### src/rtl/tdm_pkg.sv
// Shared types and helpers for the TDM slot transmitter.
// Assumes word length codes are fixed at two bits.
package tdm_pkg;

    typedef enum logic [1:0] {
        WL_16 = 2'd0,
        WL_20 = 2'd1,
        WL_24 = 2'd2,
        WL_32 = 2'd3
    } wlen_e;

    // Index of the last bit inside a slot for a given word length.
    function automatic logic [4:0] wlen_last(input wlen_e wl);
        case (wl)
            WL_16:   return 5'd15;
            WL_20:   return 5'd19;
            WL_24:   return 5'd23;
            default: return 5'd31;
        endcase
    endfunction

endpackage

### src/rtl/tdm_edge_detect.sv
// Oversamples the host bit clock and frame sync on the system clock.
// It produces one-cycle pulses for bit-clock rising and falling edges and
// a frame-start pulse when the sync goes from low to high between two
// bit-clock rising edges. It assumes that bclk and fsync are already
// synchronous to clk.
module tdm_edge_detect (
    input  logic clk,
    input  logic rst_n,
    input  logic bclk,
    input  logic fsync,
    output logic bclk_rise,
    output logic bclk_fall,
    output logic frame_start
);

    logic bclk_q;
    logic fs_q;

    // Remember the previous bit-clock level for edge detection.
    always_ff @(posedge clk) begin
        if (!rst_n) bclk_q <= 1'b0;
        else        bclk_q <= bclk;
    end

    assign bclk_rise = bclk & ~bclk_q;
    assign bclk_fall = ~bclk & bclk_q;

    // Keep the sync value sampled at the last bit-clock rising edge.
    always_ff @(posedge clk) begin
        if (!rst_n)         fs_q <= 1'b0;
        else if (bclk_rise) fs_q <= fsync;
    end

    assign frame_start = bclk_rise & fsync & ~fs_q;

    // A frame start must never follow another with no low sync in between.
    p_single_start_r2: assert property (@(posedge clk) disable iff (!rst_n)
        frame_start |=> !frame_start);

endmodule

### src/rtl/tdm_frame_latch.sv
// Captures both samples, both slot indices and the word length at frame
// start, so the frame is sent from values that cannot change during it.
module tdm_frame_latch #(
    parameter int SAMPLE_W   = 24,
    parameter int SLOT_IDX_W = 6,
    parameter int NCH        = 2
) (
    input  logic                                  clk,
    input  logic                                  rst_n,
    input  logic                                  frame_start,
    input  logic [NCH-1:0][SAMPLE_W-1:0]          smp_in,
    input  logic [NCH-1:0][SLOT_IDX_W-1:0]        slot_in,
    input  logic [1:0]                            wlen_in,
    output logic [NCH-1:0][SAMPLE_W-1:0]          smp_lat,
    output logic [NCH-1:0][SLOT_IDX_W-1:0]        slot_lat,
    output tdm_pkg::wlen_e                        wlen_lat
);

    // Take a snapshot of the inputs on every frame boundary.
    always_ff @(posedge clk) begin
        if (!rst_n) begin
            smp_lat  <= '0;
            slot_lat <= '0;
            wlen_lat <= tdm_pkg::WL_16;
        end else if (frame_start) begin
            smp_lat  <= smp_in;
            slot_lat <= slot_in;
            wlen_lat <= tdm_pkg::wlen_e'(wlen_in);
        end
    end

    p_hold_in_frame_r10: assert property (@(posedge clk) disable iff (!rst_n)
        !frame_start |=> ($stable(smp_lat) && $stable(slot_lat) && $stable(wlen_lat)));

endmodule

### src/rtl/tdm_slot_counter.sv
// Tracks the frame position that the next bit-clock falling edge will
// drive, as a slot index plus a bit offset inside the slot. It resets on a
// frame start and advances on every later bit-clock rising edge. The slot
// index saturates at 2**SLOT_IDX_W, which means past the last slot.
module tdm_slot_counter #(
    parameter int SLOT_IDX_W = 6
) (
    input  logic                  clk,
    input  logic                  rst_n,
    input  logic                  bclk_rise,
    input  logic                  frame_start,
    input  tdm_pkg::wlen_e        wlen,
    output logic                  active,
    output logic [SLOT_IDX_W:0]   slot_idx,
    output logic [4:0]            bit_idx
);

    localparam logic [SLOT_IDX_W:0] SLOT_END = {1'b1, {SLOT_IDX_W{1'b0}}};

    logic [4:0] last_bit;
    assign last_bit = tdm_pkg::wlen_last(wlen);

    // Restart at frame start; otherwise step one bit per rising edge.
    always_ff @(posedge clk) begin
        if (!rst_n) begin
            active   <= 1'b0;
            slot_idx <= '0;
            bit_idx  <= '0;
        end else if (frame_start) begin
            active   <= 1'b1;
            slot_idx <= '0;
            bit_idx  <= '0;
        end else if (bclk_rise && active) begin
            if (bit_idx == last_bit) begin
                bit_idx <= '0;
                if (slot_idx != SLOT_END) slot_idx <= slot_idx + 1'b1;
            end else begin
                bit_idx <= bit_idx + 1'b1;
            end
        end
    end

    p_restart_r11: assert property (@(posedge clk) disable iff (!rst_n)
        frame_start |=> (active && slot_idx == '0 && bit_idx == '0));
    p_bit_in_slot_r4: assert property (@(posedge clk) disable iff (!rst_n)
        active |-> (bit_idx <= last_bit));
    p_slot_saturate_r11: assert property (@(posedge clk) disable iff (!rst_n)
        slot_idx <= SLOT_END);

endmodule

### src/rtl/tdm_lane_select.sv
// For the current frame position, finds the channel that owns the slot,
// with the lowest channel index winning a tie. It returns an enable and the
// data bit: MSB first, and zero once the slot runs past the sample width.
module tdm_lane_select #(
    parameter int SAMPLE_W   = 24,
    parameter int SLOT_IDX_W = 6,
    parameter int NCH        = 2
) (
    input  logic                            clk,
    input  logic                            rst_n,
    input  logic                            active,
    input  logic [SLOT_IDX_W:0]             slot_idx,
    input  logic [4:0]                      bit_idx,
    input  logic [NCH-1:0][SAMPLE_W-1:0]    smp,
    input  logic [NCH-1:0][SLOT_IDX_W-1:0]  slot_cfg,
    output logic                            drive_en,
    output logic                            drive_bit
);

    localparam int SEL_W = $clog2(SAMPLE_W);

    logic [NCH-1:0] hit;
    logic [NCH-1:0] lane_bit;
    logic           in_sample;
    logic [SEL_W-1:0] sel;

    assign in_sample = int'(bit_idx) < SAMPLE_W;
    assign sel       = SEL_W'(SAMPLE_W - 1) - SEL_W'(bit_idx);

    // Per-channel slot match and bit pick.
    for (genvar c = 0; c < NCH; c++) begin : g_lane
        assign hit[c]      = active && (slot_idx == {1'b0, slot_cfg[c]});
        assign lane_bit[c] = in_sample ? smp[c][sel] : 1'b0;
    end

    // Priority pick: scan from the highest channel so the lowest one wins.
    always_comb begin
        drive_en  = 1'b0;
        drive_bit = 1'b0;
        for (int c = NCH - 1; c >= 0; c--) begin
            if (hit[c]) begin
                drive_en  = 1'b1;
                drive_bit = lane_bit[c];
            end
        end
    end

    p_pad_zero_r6: assert property (@(posedge clk) disable iff (!rst_n)
        (drive_en && !in_sample) |-> !drive_bit);
    p_owner_matches_r7: assert property (@(posedge clk) disable iff (!rst_n)
        drive_en |-> (active && slot_idx[SLOT_IDX_W] == 1'b0));

endmodule

### src/rtl/tdm_slot_tx.sv
// Top of the TDM slot transmitter. It serialises two sample channels into
// programmable slots of a host-clocked TDM frame. The output register is
// loaded only on bit-clock falling edges. Assumes bclk is synchronous to
// clk with high and low phases of at least two clk cycles each.
module tdm_slot_tx #(
    parameter int SAMPLE_W   = 24,
    parameter int SLOT_IDX_W = 6
) (
    input  logic                  clk,
    input  logic                  rst_n,
    input  logic                  bclk,
    input  logic                  fsync,
    input  logic [SAMPLE_W-1:0]   ch1_sample,
    input  logic [SAMPLE_W-1:0]   ch2_sample,
    input  logic [1:0]            word_len,
    input  logic [SLOT_IDX_W-1:0] ch1_slot,
    input  logic [SLOT_IDX_W-1:0] ch2_slot,
    output logic                  sdout,
    output logic                  sdout_oe
);

    localparam int NCH = 2;

    logic bclk_rise, bclk_fall, frame_start;
    logic [NCH-1:0][SAMPLE_W-1:0]   smp_lat;
    logic [NCH-1:0][SLOT_IDX_W-1:0] slot_lat;
    tdm_pkg::wlen_e                 wlen_lat;
    logic                 cnt_active;
    logic [SLOT_IDX_W:0]  slot_idx;
    logic [4:0]           bit_idx;
    logic                 drive_en, drive_bit;

    tdm_edge_detect u_edge (
        .clk         (clk),
        .rst_n       (rst_n),
        .bclk        (bclk),
        .fsync       (fsync),
        .bclk_rise   (bclk_rise),
        .bclk_fall   (bclk_fall),
        .frame_start (frame_start)
    );

    tdm_frame_latch #(.SAMPLE_W(SAMPLE_W), .SLOT_IDX_W(SLOT_IDX_W), .NCH(NCH)) u_latch (
        .clk         (clk),
        .rst_n       (rst_n),
        .frame_start (frame_start),
        .smp_in      ({ch2_sample, ch1_sample}),
        .slot_in     ({ch2_slot, ch1_slot}),
        .wlen_in     (word_len),
        .smp_lat     (smp_lat),
        .slot_lat    (slot_lat),
        .wlen_lat    (wlen_lat)
    );

    tdm_slot_counter #(.SLOT_IDX_W(SLOT_IDX_W)) u_cnt (
        .clk         (clk),
        .rst_n       (rst_n),
        .bclk_rise   (bclk_rise),
        .frame_start (frame_start),
        .wlen        (wlen_lat),
        .active      (cnt_active),
        .slot_idx    (slot_idx),
        .bit_idx     (bit_idx)
    );

    tdm_lane_select #(.SAMPLE_W(SAMPLE_W), .SLOT_IDX_W(SLOT_IDX_W), .NCH(NCH)) u_sel (
        .clk         (clk),
        .rst_n       (rst_n),
        .active      (cnt_active),
        .slot_idx    (slot_idx),
        .bit_idx     (bit_idx),
        .smp         (smp_lat),
        .slot_cfg    (slot_lat),
        .drive_en    (drive_en),
        .drive_bit   (drive_bit)
    );

    // Launch the next line bit on each bit-clock falling edge.
    always_ff @(posedge clk) begin
        if (!rst_n) begin
            sdout    <= 1'b0;
            sdout_oe <= 1'b0;
        end else if (bclk_fall) begin
            sdout_oe <= drive_en;
            sdout    <= drive_en & drive_bit;
        end
    end

    p_release_zero_r8: assert property (@(posedge clk) disable iff (!rst_n)
        !sdout_oe |-> !sdout);
    p_change_on_fall_r3: assert property (@(posedge clk) disable iff (!rst_n)
        !bclk_fall |=> ($stable(sdout) && $stable(sdout_oe)));
    p_quiet_before_frame_r1: assert property (@(posedge clk) disable iff (!rst_n)
        !cnt_active |=> !sdout_oe);

endmodule

### config.mk
export PLATFORM = sky130hd
export DESIGN_NAME = tdm_slot_tx
export DESIGN_NICKNAME = d
export VERILOG_FILES = /design/src/rtl/tdm_pkg.sv /design/src/rtl/tdm_edge_detect.sv /design/src/rtl/tdm_frame_latch.sv /design/src/rtl/tdm_slot_counter.sv /design/src/rtl/tdm_lane_select.sv /design/src/rtl/tdm_slot_tx.sv
export SDC_FILE = /design/constraint.sdc
export NUM_CORES = 1
export LEC_CHECK = 0
export BUFFER_PORTS_ARGS = -buffer_cell sky130_fd_sc_hd__buf_2
export CORE_MARGIN = 5
export CORE_UTILIZATION = 52
export CTS_BUF_LIST = sky130_fd_sc_hd__clkbuf_4 sky130_fd_sc_hd__clkbuf_8
export CTS_CLUSTER_DIAMETER = 80
export DETAILED_ROUTE_END_ITERATION = 16
export HOLD_SLACK_MARGIN = 0.12
export PLACE_DENSITY_LB_ADDON = 0.05
export REMOVE_ABC_BUFFERS = 1
export SLEW_MARGIN = 20
export SYNTH_ARGS = -nofsm -noshare
export SYNTH_HDL_FRONTEND = slang
export SYNTH_SLANG_ARGS = --single-unit
export TNS_END_PERCENT = 50
### constraint.sdc
create_clock -name clk -period 1.7 [get_ports clk]
set_input_delay 0.34 -clock clk [delete_from_list [all_inputs] [get_ports clk]]
set_output_delay 0.34 -clock clk [all_outputs]
set_load 0.005 [all_outputs]
# After elaboration in Yosys (flattened, before gate mapping)
# Cells that the tools add are included.
dict set report op_classes {
  bitwise_logic 9
  n_mux 12
  n_reduce_logical 6
  add_sub_neg 3
  magnitude_cmp 2
  eq_ne 6
}
# operator count
set op_table {}
lappend op_table {{$pmux W5 S3} 1}
lappend op_table {{$eq A7 B6 Y1} 2}
lappend op_table {{$bmux W1 S5} 2}
lappend op_table {{$mux W1} 8}
lappend op_table {{$add A7 B1 Y7 const B} 1}
lappend op_table {{$ne A7 B7 Y1 const B} 1}
lappend op_table {{$lt A5 B6 Y1 const B} 1}
lappend op_table {{$add A5 B1 Y5 const B} 1}
lappend op_table {{$and A1 B1 Y1} 5}
lappend op_table {{$eq A5 B5 Y1} 1}
lappend op_table {{$lt A5 B5 Y1 const B} 1}
lappend op_table {{$mux W5} 1}
lappend op_table {{$sub A5 B5 Y5 const A} 1}
lappend op_table {{$not A1 Y1} 4}
lappend op_table {{$logic_and A1 B1 Y1} 3}
lappend op_table {{$reduce_and A3 Y1} 1}
lappend op_table {{$eq A2 B1 Y1 const B} 1}
lappend op_table {{$eq A2 B2 Y1 const B} 1}
lappend op_table {{$logic_not A2 Y1} 1}
lappend op_table {{$reduce_or A2 Y1} 1}
dict set report totals {
  ff_bits 79
  word_cells 50
  out_inout_bits 2
  input_bits 66
}

# Logic depth before layout (Yosys ltp)
# Gate-level depths: netlist of the first run.
dict set report logic_depth {
  ltp_word 7
  ltp_mapped 8
  mapped_depth_nobuf 7
}

# Cells and area by module
# A second synthesis of the first run with hierarchy kept.
dict set report unflattened {
  hier_cells 350
  hier_area_um2 3833.7
}
# mod cells_per_inst area_per_inst_um2 seq_area_each_um2 n_inst
set modules_own_cells {}
lappend modules_own_cells {tdm_frame_latch 199 2373.5 1241.2 1}
lappend modules_own_cells {tdm_slot_counter 75 660.6 260.2 1}
lappend modules_own_cells {tdm_lane_select 60 629.4 0.0 1}
lappend modules_own_cells {tdm_edge_detect 9 96.3 40.0 1}
lappend modules_own_cells {tdm_slot_tx 7 73.8 40.0 1}

# Least setup slack after synthesis of the first run
# No wires, ideal clock.
dict set report synth_path {
  path_type {register to register}
  startpoint {reg u_latch.wlen_lat[0]}
  endpoint {reg u_cnt.slot_idx[6]}
  arrival_ps 1656
  synth_period_minus_slack_ps 1727
  setup_time_ps 71
  required_ps 1629
  path_stages_with_launch 9
  path_slack_ps -27
  n_path_buf 1
  cell_sequence {dfxtp_1 -> inv_1 -> ha_1 -> xor2_1 -> and4_1 -> buf_4 -> nand4_2 -> or3_1 -> a21oi_1}
}
dict set report synth_between {
  elab_chain_len 4
  word_cells_on_any_way 6
  classes_between {3 x eq/ne; 1 x mux; 2 x reduce/logical}
}
# item line_no
set synth_rtl {}
lappend synth_rtl {{from (decl)} tdm_frame_latch.sv:16} ;# output tdm_pkg::wlen_e wlen_lat
lappend synth_rtl {{from (signal assigned)} tdm_frame_latch.sv:24} ;# wlen_lat <= tdm_pkg::WL_16;
lappend synth_rtl {{from (signal assigned)} tdm_frame_latch.sv:28} ;# wlen_lat <= tdm_pkg::wlen_e'(wlen_in);
lappend synth_rtl {{$eq A2 B2 Y1 (tied with other cells)} tdm_pkg.sv:14} ;# case (wl)
lappend synth_rtl {{$pmux W5 S3 (*)} tdm_pkg.sv:14}
lappend synth_rtl {{$eq A5 B5 Y1 (*)} tdm_slot_counter.sv:34} ;# if (bit_idx == last_bit) begin
lappend synth_rtl {{$reduce_and A3 Y1 (no source line) (*)} --}
lappend synth_rtl {{to (signal assigned)} tdm_slot_counter.sv:36} ;# if (slot_idx != SLOT_END) slot_idx <= slot_idx + 1'b1;
lappend synth_rtl {{to (decl)} tdm_slot_counter.sv:14} ;# output logic [SLOT_IDX_W:0] slot_idx,
# Every way passes the cells marked *; elsewhere a longest branch is shown, timed or not.
# A chain may end at the register's enable or synchronous reset.

# Worst setup path in the final report of the first run
dict set report layout_path {
  startpoint {reg u_cnt.bit_idx[1]}
  endpoint {reg sdout}
}
dict set report layout_between {
  elab_chain_len 7
  word_cells_on_any_way 11
  classes_between {1 x add/sub; 1 x order compare; 8 x mux; 1 x bitwise}
}
# item line_no
set layout_rtl {}
lappend layout_rtl {{from (decl)} tdm_slot_counter.sv:15} ;# output logic [4:0] bit_idx
lappend layout_rtl {{from (signal assigned)} tdm_slot_counter.sv:38} ;# bit_idx <= bit_idx + 1'b1;
lappend layout_rtl {{$sub A5 B5 Y5} tdm_lane_select.sv:28} ;# assign sel = SEL_W'(SAMPLE_W - 1) - SEL_W'(bit_idx);
lappend layout_rtl {{$bmux W1 S5} tdm_lane_select.sv:33} ;# assign lane_bit[c] = in_sample ? smp[c][sel] : 1'b0;
lappend layout_rtl {{$mux W1 (implied by the code)} tdm_lane_select.sv:33}
lappend layout_rtl {{$mux W1} tdm_lane_select.sv:33}
lappend layout_rtl {{$mux W1} tdm_lane_select.sv:41} ;# if (hit[c]) begin
lappend layout_rtl {{$mux W1 (*)} tdm_lane_select.sv:41}
lappend layout_rtl {{$and A1 B1 Y1 (*)} tdm_slot_tx.sv:85} ;# sdout <= drive_en & drive_bit;
lappend layout_rtl {{to (signal assigned)} tdm_slot_tx.sv:85}
lappend layout_rtl {{to (decl)} tdm_slot_tx.sv:18} ;# output logic sdout,
# Every way passes the cells marked *; elsewhere a longest branch is shown, timed or not. The select of a mux whose other input is x is not followed.

==> flow_summary.ini, run 1 <==
[synth]
ys_top_cells_by_count = nand2_1 (130), dfxtp_1 (79), a21oi_1 (64)
ys_ff_latch = 79
ys_seq_area_share_pct = 44.06
yosys_warnings = 0
synth-main-ff-cell = dfxtp_1
yosysTopAreaCellShare_pct = 44.06
yosysMostFrequentCell = nand2_1
avgSynthCellArea_um2 = 8.713
yosysTopAreaCell = dfxtp_1
synthTopCellsByArea = dfxtp_1 (44%), nand2_1 (14%), a21oi_1 (8.9%)
ys_types = 45
synth-edff-count = 0
synthArstFlopShare_pct = 0
synthesis.area_um2 = 3590
synthCells = 412

[power_and_ir_drop]
power_density_nw_per_um2 = 851.0
p_leak_nw = 1.804
ir_drop_v = 0.0004815

[worst_hold_path]
hold_class = primary input to flip-flop
whs_path_depth = 3

[timing]
slew_headroom_pct = 74.73
rsz0062_at_grt = yes
fin_crit_sh_pct = 102.1
fin_worst_skew_ns = 0.008066
final_hold_viol_count = 0
setup_ws_ns = -0.03652
drv_slew = 0
clock.fmax_mhz = 575.9
fin_crit_ns = 1.737
tightestPinTransition_ns = 0.3695
setup_viol = 2

[placed_design]
dpl_cell_area_um2 = 4158
io_buffers = 67
gp_congestion = 0.8761
dpl.hpwl_mm = 5.559
dp_slack_ns = -0.08313

[global_routing]
first_global_vias = 2887
overflow = 0
grt_antenna_before_repair = 0
grt_start_max_net_pins = 63
grt_pass1_wl_mm = 12.90
grt.total_usage_pct = 18.75

[layout]
diodes = 0
final_nets = 571
drive_gt1_share_pct = 29.96
stdcell_area_um2 = 4444
syn_to_final_growth_pct = 23.81

[clock_network]
clock_latency_ns = 0.35
holdBufCountCts = 0
cts.sinks = 79
cts.clk_slew.worst_paths_ns = 0.08
ctsRootBufferMaster = clkbuf_8
cts_made_buffers = 9
clockBufferDepth = 2
cts-htree-levels = 3
tritoncts = done

[flow_run]
max_cap_violations = 0

[detailed_routing]
dr.pass1.iters = 4
ant_nets = 0
viasPerCell = 5.142
wire_per_inst_um = 13.38
vias = 3003
drtIter0Drc = 126
finalWirelength_mm = 7.813
drc_errors = 0

[floorplanning]
die-area_um2 = 8665
rows = 30
io_pins = 68
die_w_um = 93.09
die_h_um = 93.09
core_um2 = 6756
start_util_pct = 53.13

[outcome]
violations = negative setup slack
status = complete, but fails checks

[critical_path]
crit_fanout = 6
cp.required_ns = 1.93
end_kind = flip-flop
r2r_setup_slack_ns = -0.04
rr_worst_depth = 5
arrival_ns = 1.96
start_kind = flip-flop
path_class = flip-flop to flip-flop
-- layer usage --
| layer | routed length (um) | vias up | GRT usage (%) |
|---|---|---|---|
| met5 | 0 | - | 0 |
| met1 | 3562 | 1391 | 22.82 |
| met2 | 3837 | 55 | 31.61 |
| met4 | 146 | 0 | 9.524 |
| met3 | 266 | 9 | 3.459 |
| li1 | - | 1548 | - |
-- state kept, by name, indices dropped and copies added, names as in the netlist --
signal and cells:
sdout 1, sdout_oe 1, u_cnt.active 1, u_cnt.bit_idx 5
u_cnt.slot_idx 7, u_edge.bclk_q 1, u_edge.fs_q 1, u_latch.slot_lat 12
u_latch.smp_lat 48, u_latch.wlen_lat 2
-- layout make-up --
cell class | instances | area (um^2)
clock buffer | 11 | 151.4
fill | 596 | 2312
inverter | 6 | 22.52
timing repair buffer | 107 | 690.7
clock inverter | 5 | 65.06
tap | 80 | 100.1
sequential | 79 | 1587
multi-input combinational | 296 | 1828
-- worst max-delay path: stages, from the launching register on --
cell and delay [ns]:
dfxtp_4 0.38, buf_12 0.13, mux4_2 0.50, mux2_4 0.30
o41ai_4 0.22, a221oi_2 0.09
-- layout by cell type, fill, tap and decap left out, types with 2 or more instances in the layout --
master,instances
nand2_1,130
dfxtp_1,77
buf_2,67
a21oi_1,63
buf_4,36
xor2_1,14
nor2_1,14
mux4_2,12
clkbuf_8,11
xnor2_1,7
nand3_1,6
ha_1,6
inv_1,5
mux2i_1,4
nor2b_1,3
nand4_1,3
clkinv_4,3
buf_12,3
nand3b_1,2
xnor2_2,2
mux2_4,2
nor3b_1,2
o21ai_1,2
or3_1,2
-- cell families after synthesis --
family                   synth area share, %
adder cells (fa/ha/maj)                2.091
XOR/XNOR                               6.483
buffers and inverters                  5.751
AO/OA/AOI/OAI                          11.19
flip-flops                             44.06
AND/OR/NAND/NOR                        21.16
multiplexers                           9.272
-- stage by stage --
step	instances	setup TNS [ns]	power [mW]	util, %	hold slack, ns
2_1_floorplan	381	-43.22	2.183	-	0.4331
3_3_place_gp	565	-0.03361	2.348	61.54	0.4401
3_5_place_dp	565	-0.1748	2.358	61.54	0.4463
4_1_cts	581	-0.09567	3.807	64.81	0.2059
5_1_grt	584	-0.3962	3.959	65.78	0.2045
6_report	584	-0.07187	3.782	65.78	0.2193
-- power breakdown --
part / internal, mW / switching, mW / total [mW] / leakage [nW]
logic: 0.176 / 0.182 / 0.358 / 1.05
clock network: 0.772 / 0.697 / 1.47 / 0.110
registers: 1.92 / 0.0388 / 1.96 / 0.644
total: 2.86 / 0.918 / 3.78 / 1.80
-- worst paths after layout --
check	startpoint	endpoint
worst min register to register	u_latch.smp_lat[21]$_SDFFE_PN0P_	u_latch.smp_lat[21]$_SDFFE_PN0P_
worst max register to register	u_cnt.bit_idx[1]$_SDFFE_PP0P_	sdout$_SDFFE_PN0P_
worst max-delay path	u_cnt.bit_idx[1]$_SDFFE_PP0P_	sdout$_SDFFE_PN0P_
worst min-delay path	ch2_sample[18]	u_latch.smp_lat[42]$_SDFFE_PN0P_
-- what timing repair did --
action,in CTS,in global routing
setup buffers,0,2
resized for setup,3,6
cloned,0,1
setup endpoints to repair,3,5
pin swaps,2,1
(Power assumes the default switching activity.)
==> run 2: changes to the inputs <==
--- a/config.mk
+++ b/config.mk
@@ -6,10 +6,11 @@
 export NUM_CORES = 1
 export LEC_CHECK = 0
 export BUFFER_PORTS_ARGS = -buffer_cell sky130_fd_sc_hd__buf_2
+export CELL_PAD_IN_SITES_DETAIL_PLACEMENT = 1
+export CELL_PAD_IN_SITES_GLOBAL_PLACEMENT = 1
 export CORE_MARGIN = 5
-export CORE_UTILIZATION = 52
+export CORE_UTILIZATION = 39
 export CTS_BUF_LIST = sky130_fd_sc_hd__clkbuf_4 sky130_fd_sc_hd__clkbuf_8
-export CTS_CLUSTER_DIAMETER = 80
 export DETAILED_ROUTE_END_ITERATION = 16
 export HOLD_SLACK_MARGIN = 0.12
 export PLACE_DENSITY_LB_ADDON = 0.05
==> run 2 against run 1 <==
The run still ends with negative setup slack left. First-iteration DRC count is 44% lower. Highest routed layer unchanged. Critical path depth is the same. Non-clock buffer count shrank 2. Clock skew grew 0.0025 ns. Die area increased by 30%. Cell count is 5.0% higher.
==> flow_summary.ini, run 2 (synthesized netlist as in run 1, its figures left out) <==
[detailed_routing]
drc_errors = 0
dr.pass1.iters = 4
wire_per_inst_um = 14.46
viasPerCell = 4.969
vias = 3046
drtIter0Drc = 71
finalWirelength_mm = 8.862
ant_nets = 0

[global_routing]
grt.total_usage_pct = 16.82
grt_pass1_wl_mm = 15.33
grt_antenna_before_repair = 0
grt_start_max_net_pins = 49
first_global_vias = 3193
overflow = 0

[critical_path]
crit_buf_inv = 0
path_class = flip-flop to flip-flop
crit_fanout = 5
start_kind = flip-flop
r2r-start = u_cnt.slot_idx[6]$_SDFFE_PP0P_
end_kind = flip-flop
critPathMaxStageDelay_ns = 0.49
critPathTopFamily = simple AND/OR/NAND/NOR gates
crit_slowest_cell = or4_4
cp_cell_sequence = and2b_1, nand4_1, or4_4, a211o_1, a221oi_2
critPathLaunch = u_cnt.slot_idx[6]$_SDFFE_PP0P_
cp.required_ns = 1.96
arrival_ns = 2.03

[clock_network]
cts_made_buffers = 9
tritoncts = done
ctsRootBufferMaster = clkbuf_8
cts.sinks = 79
clock_latency_ns = 0.34
clockBufferDepth = 2
cts.clk_slew.worst_paths_ns = 0.09
post_cts.repair.setup_buffers = 0
holdBufCountCts = 0
cts-htree-levels = 3

[power_and_ir_drop]
power_density_nw_per_um2 = 864.0
total_power_mw = 3.896
ir_drop_v = 0.0004102
p_leak_nw = 1.804

[timing]
setup_viol = 1
clock.fmax_mhz = 564.0
fin_crit_ns = 1.773
tightestPinTransition_ns = 0.4984
rsz0062_at_grt = yes
timing.hold.ws_ns = 0.2222
slew_headroom_pct = 66.77
final_hold_viol_count = 0
drv_slew = 0
fin_crit_sh_pct = 104.3
setup_ws_ns = -0.07306
fin_worst_skew_ns = 0.01054

[floorplanning]
io_pins = 68
core_um2 = 9109
die_w_um = 105.9
die-area_um2 = 11220
die_h_um = 105.9
rows = 35
start_util_pct = 39.41

[layout]
nFillCells = 1104
mostFrequentLayoutCell = nand2_1
fin_util_pct = 49.51
final_cell_mix = nand2_1 (129), dfxtp_1 (75), buf_2 (67), a21oi_1 (63), buf_4 (34)
final_nets = 569
fin_cells = 613
diodes = 0
syn_to_final_growth_pct = 25.62
regMostFlops = u_latch.smp_lat
reg_top3 = u_latch.smp_lat x48, u_latch.slot_lat x12, u_cnt.slot_idx x7
largest_reg_flops = 48
drive_gt1_share_pct = 31.87

[outcome]
status = complete, but fails checks
violations = negative setup slack

[placed_design]
dp_slack_ns = -0.1117
gp_congestion = 0.8057
dpl.hpwl_mm = 6.559
dp_cells = 597
io_buffers = 67

[worst_hold_path]
hold_class = primary input to flip-flop
hold_start = ch1_sample[12]

[flow_run]
max_cap_violations = 0
## run 2: area by class of cell
| class | count | area [um^2] | share of cell area (%) |
|---|---|---|---|
| tap | 111 | 138.9 | 3.080 |
| clock inverter | 5 | 81.33 | 1.804 |
| multi-input combinational | 296 | 1859 | 41.23 |
| sequential | 79 | 1592 | 35.29 |
| clock buffer | 11 | 145.1 | 3.219 |
| timing repair buffer | 105 | 670.6 | 14.87 |
| inverter | 6 | 22.52 | 0.4994 |
## run 2: per-layer routing
layer | track usage, % | vias up | routed length, um
met5 | 0 | - | 0
met4 | 5.273 | 0 | 102
met3 | 2.975 | 9 | 287
met2 | 28.28 | 41 | 4181
met1 | 22.04 | 1444 | 4290
li1 | - | 1552 | -
## run 2: worst paths after layout
kind,to,slack [ns],cells after the start
worst max-delay path,sdout$_SDFFE_PN0P_,-0.07,5
worst max register to register,sdout$_SDFFE_PN0P_,-0.07,5
worst min register to register,u_latch.smp_lat[5]$_SDFFE_PN0P_,0.46,2
worst min-delay path,u_latch.smp_lat[12]$_SDFFE_PN0P_,0.22,3
## run 2: repair_timing
item,CTS,global route
pin swaps,6,3
endpoints found under the setup margin,6,6
endpoints found under the hold margin,0,0
resized for setup,12,9
## run 2: where the power goes
group	total (mW)	internal (mW)	switching, mW
sequential	1.96	1.92	0.0417
combinational	0.366	0.178	0.188
clock	1.57	0.884	0.688
total	3.90	2.98	0.918
## run 2: worst reg2reg max path: cells and delay by family, from the launching register on
family          cells  cell delay (ns)
compound gates      2             0.51
flops               1             0.32
simple gates        3             0.85
## run 2: per-stage QoR
stage / area, um^2 / setup TNS, ns
floorplan: 3406 / -43.22
global placement: 4217 / -0.07012
detailed placement: 4217 / -0.2236
CTS: 4481 / -0.1287
global route: 4509 / -0.2421
finish: 4509 / -0.07306
==> run 3: changes to the inputs <==
--- a/config.mk
+++ b/config.mk
@@ -8,9 +8,8 @@
 export BUFFER_PORTS_ARGS = -buffer_cell sky130_fd_sc_hd__buf_2
 export CELL_PAD_IN_SITES_DETAIL_PLACEMENT = 1
 export CELL_PAD_IN_SITES_GLOBAL_PLACEMENT = 1
-export CORE_MARGIN = 5
-export CORE_UTILIZATION = 39
-export CTS_BUF_LIST = sky130_fd_sc_hd__clkbuf_4 sky130_fd_sc_hd__clkbuf_8
+export CORE_MARGIN = 3
+export CORE_UTILIZATION = 41
 export DETAILED_ROUTE_END_ITERATION = 16
 export HOLD_SLACK_MARGIN = 0.12
 export PLACE_DENSITY_LB_ADDON = 0.05
==> constraint.sdc (replaced) <==
create_clock -name clk -period 1.9 [get_ports clk]
set_input_delay 0.38 -clock clk [delete_from_list [all_inputs] [get_ports clk]]
set_output_delay 0.38 -clock clk [all_outputs]
set_load 0.005 [all_outputs]
==> run 3 against run 2 <==
The run now ends clean. Cell area down 5.8%. Worst setup slack better by 0.16 ns. First-iteration DRC count up 30%. Combinational power down 16%. Clock-buffer cell count up 1. Non-clock buffer count down 17. Global-route usage up 1.6 points. Sequential share of layout area up 2.1 points. Critical endpoint unchanged. Via count down 1.3%. Clock skew down 0.0020 ns. Critical path type unchanged.
==> flow_summary.ini, run 3 (synthesized netlist as in run 1, its figures left out) <==
[layout]
final_nets = 552
regMostFlops = u_latch.smp_lat
syn_to_final_growth_pct = 18.30
drive_gt1_share_pct = 27.22
nFillCells = 1041
largest_reg_flops = 48
final_cell_mix = nand2_1 (130), dfxtp_1 (75), buf_2 (67), a21oi_1 (64), buf_4 (20)
reg_top3 = u_latch.smp_lat x48, u_latch.slot_lat x12, u_cnt.slot_idx x7
mostFrequentLayoutCell = nand2_1
diodes = 0

[timing]
fin_worst_skew_ns = 0.008575
rsz0062_at_grt = no
timing.hold.ws_ns = 0.2610
fin_crit_ns = 1.818
slew_headroom_pct = 67.51
fin_crit_sh_pct = 95.67
final_hold_viol_count = 0
clock.fmax_mhz = 550.1
setup_viol = 0
tightestPinTransition_ns = 0.4828
drv_slew = 0

[worst_hold_path]
hold_class = primary input to flip-flop

[global_routing]
overflow = 0
first_global_vias = 3091
grt.total_usage_pct = 18.44
grt_pass1_wl_mm = 14.63
grt_start_max_net_pins = 63
grt_antenna_before_repair = 0

[detailed_routing]
viasPerCell = 5.095
drc_errors = 0
vias = 3006
drtIter0Drc = 92
finalWirelength_mm = 8.771
ant_nets = 0
dr.pass1.iters = 4
wire_per_inst_um = 14.87

[critical_path]
rr_endpoint = sdout$_SDFFE_PN0P_
r2r-start = u_cnt.bit_idx[1]$_SDFFE_PP0P_
critPathTopFamily = multiplexers
cp_cell_sequence = buf_4, mux4_2, mux2_2, o21ai_1, and4_1, a221oi_2
end_kind = flip-flop
path_depth = 6
crit_fanout = 4
path_class = flip-flop to flip-flop
crit_slowest_cell = mux4_2
critPathMaxStageDelay_ns = 0.49
r2r_setup_slack_ns = 0.08
rr_worst_depth = 6
cp.required_ns = 2.12
crit_buf_inv = 1
arrival_ns = 2.04
critPathLaunch = u_cnt.bit_idx[1]$_SDFFE_PP0P_
start_kind = flip-flop
cp-endpoint = sdout$_SDFFE_PN0P_

[floorplanning]
die-area_um2 = 9914
start_util_pct = 43.04
core_um2 = 8341
rows = 33
die_w_um = 99.57
io_pins = 68
die_h_um = 99.57

[outcome]
status = complete, no violations

[power_and_ir_drop]
ir_drop_v = 0.0003589
power_density_nw_per_um2 = 778.2
p_leak_nw = 1.679
total_power_mw = 3.305

[clock_network]
cts.clk_slew.worst_paths_ns = 0.08
clock_latency_ns = 0.35
clockBufferDepth = 2
cts.sinks = 79
cts_made_buffers = 9
tritoncts = done
holdBufCountCts = 0
cts-htree-levels = 3
ctsRootBufferMaster = clkbuf_8

[placed_design]
dpl.hpwl_mm = 6.334
gp_congestion = 0.8246
io_buffers = 67

[flow_run]
max_cap_violations = 0
## run 3: cell count changes in the layout (fill, tap and decap cells not counted), moves of 2 or more
| cell | previous run | this run |
|---|---|---|
| buf_4 | 34 | 20 |
| buf_12 | 4 | 1 |
| clkbuf_1 | 0 | 2 |
| clkinv_2 | 1 | 3 |
| dfxtp_2 | 2 | 4 |
| dfxtp_4 | 2 | 0 |
| ha_1 | 4 | 6 |
| inv_1 | 3 | 5 |
| inv_2 | 3 | 1 |
## run 3: cell type report
type,count,area (um^2),area share (%)
clock inverters,4,45.04,1.061
clock buffers,12,145.1,3.418
flip-flops and latches,79,1587,37.36
multi-input cells,296,1810,42.63
repair buffers,88,505.5,11.90
inverters,6,22.52,0.5303
well taps,105,131.4,3.094
## run 3: report_power, final
part / switching, mW / internal, mW
combinational: 0.164 / 0.144
clock: 0.603 / 0.638
sequential: 0.0389 / 1.72
total: 0.806 / 2.50
## run 3: layer usage
metal  wire length, um  global-route usage, %  vias up  part of all wire [%]
met5                 0                      0        -                     0
met4               140                  7.248        0                   1.6
met3               266                  2.875        9                   3.0
met2              4417                  32.44       47                    50
met1              3946                  22.52     1437                    45
li1                  -                      -     1513                     -
## run 3: worst min path at each step
stage                     cells after the start                              from                                to  slack, ns
final                                         3                       ch1_slot[3]  u_latch.slot_lat[3]$_SDFFE_PN0P_       0.26
after global placement                        2   u_latch.smp_lat[8]$_SDFFE_PN0P_   u_latch.smp_lat[8]$_SDFFE_PN0P_       0.44
after detailed placement                      2  u_latch.smp_lat[10]$_SDFFE_PN0P_  u_latch.smp_lat[10]$_SDFFE_PN0P_       0.45
after floorplan                               2  u_latch.smp_lat[10]$_SDFFE_PN0P_  u_latch.smp_lat[10]$_SDFFE_PN0P_       0.43
after global routing                          3                    ch2_sample[16]  u_latch.smp_lat[40]$_SDFFE_PN0P_       0.25
after CTS                                     3                       ch1_slot[3]  u_latch.slot_lat[3]$_SDFFE_PN0P_       0.25
## run 3: what timing repair did
item,in CTS,in global routing
resized for setup,0,7
setup endpoints to repair,0,2
buffers inserted,0,0
## run 3: stage by stage
stage / std cells / TNS, ns / area (um^2) / util, % / worst slack (ns)
after floorplan: 381 / -31.02 / 3406 / - / -0.6256
after global placement: 574 / 0 / 4044 / 48.48 / 0.1193
after detailed placement: 574 / 0 / 4044 / 48.48 / 0.02996
after CTS: 590 / 0 / 4234 / 50.77 / 0.003433
after global routing: 590 / 0 / 4247 / 50.92 / 0.01115
final: 590 / 0 / 4247 / 50.92 / 0.08225
## run 3: worst reg2reg max path: cells and delay by family, from the launching register on
kind	cells	cell delay [ns]
multiplexers	2	0.76
AO/OA/AOI/OAI	2	0.17
AND/OR/NAND/NOR	1	0.24
flip-flops	1	0.38
buffers and inverters	1	0.15
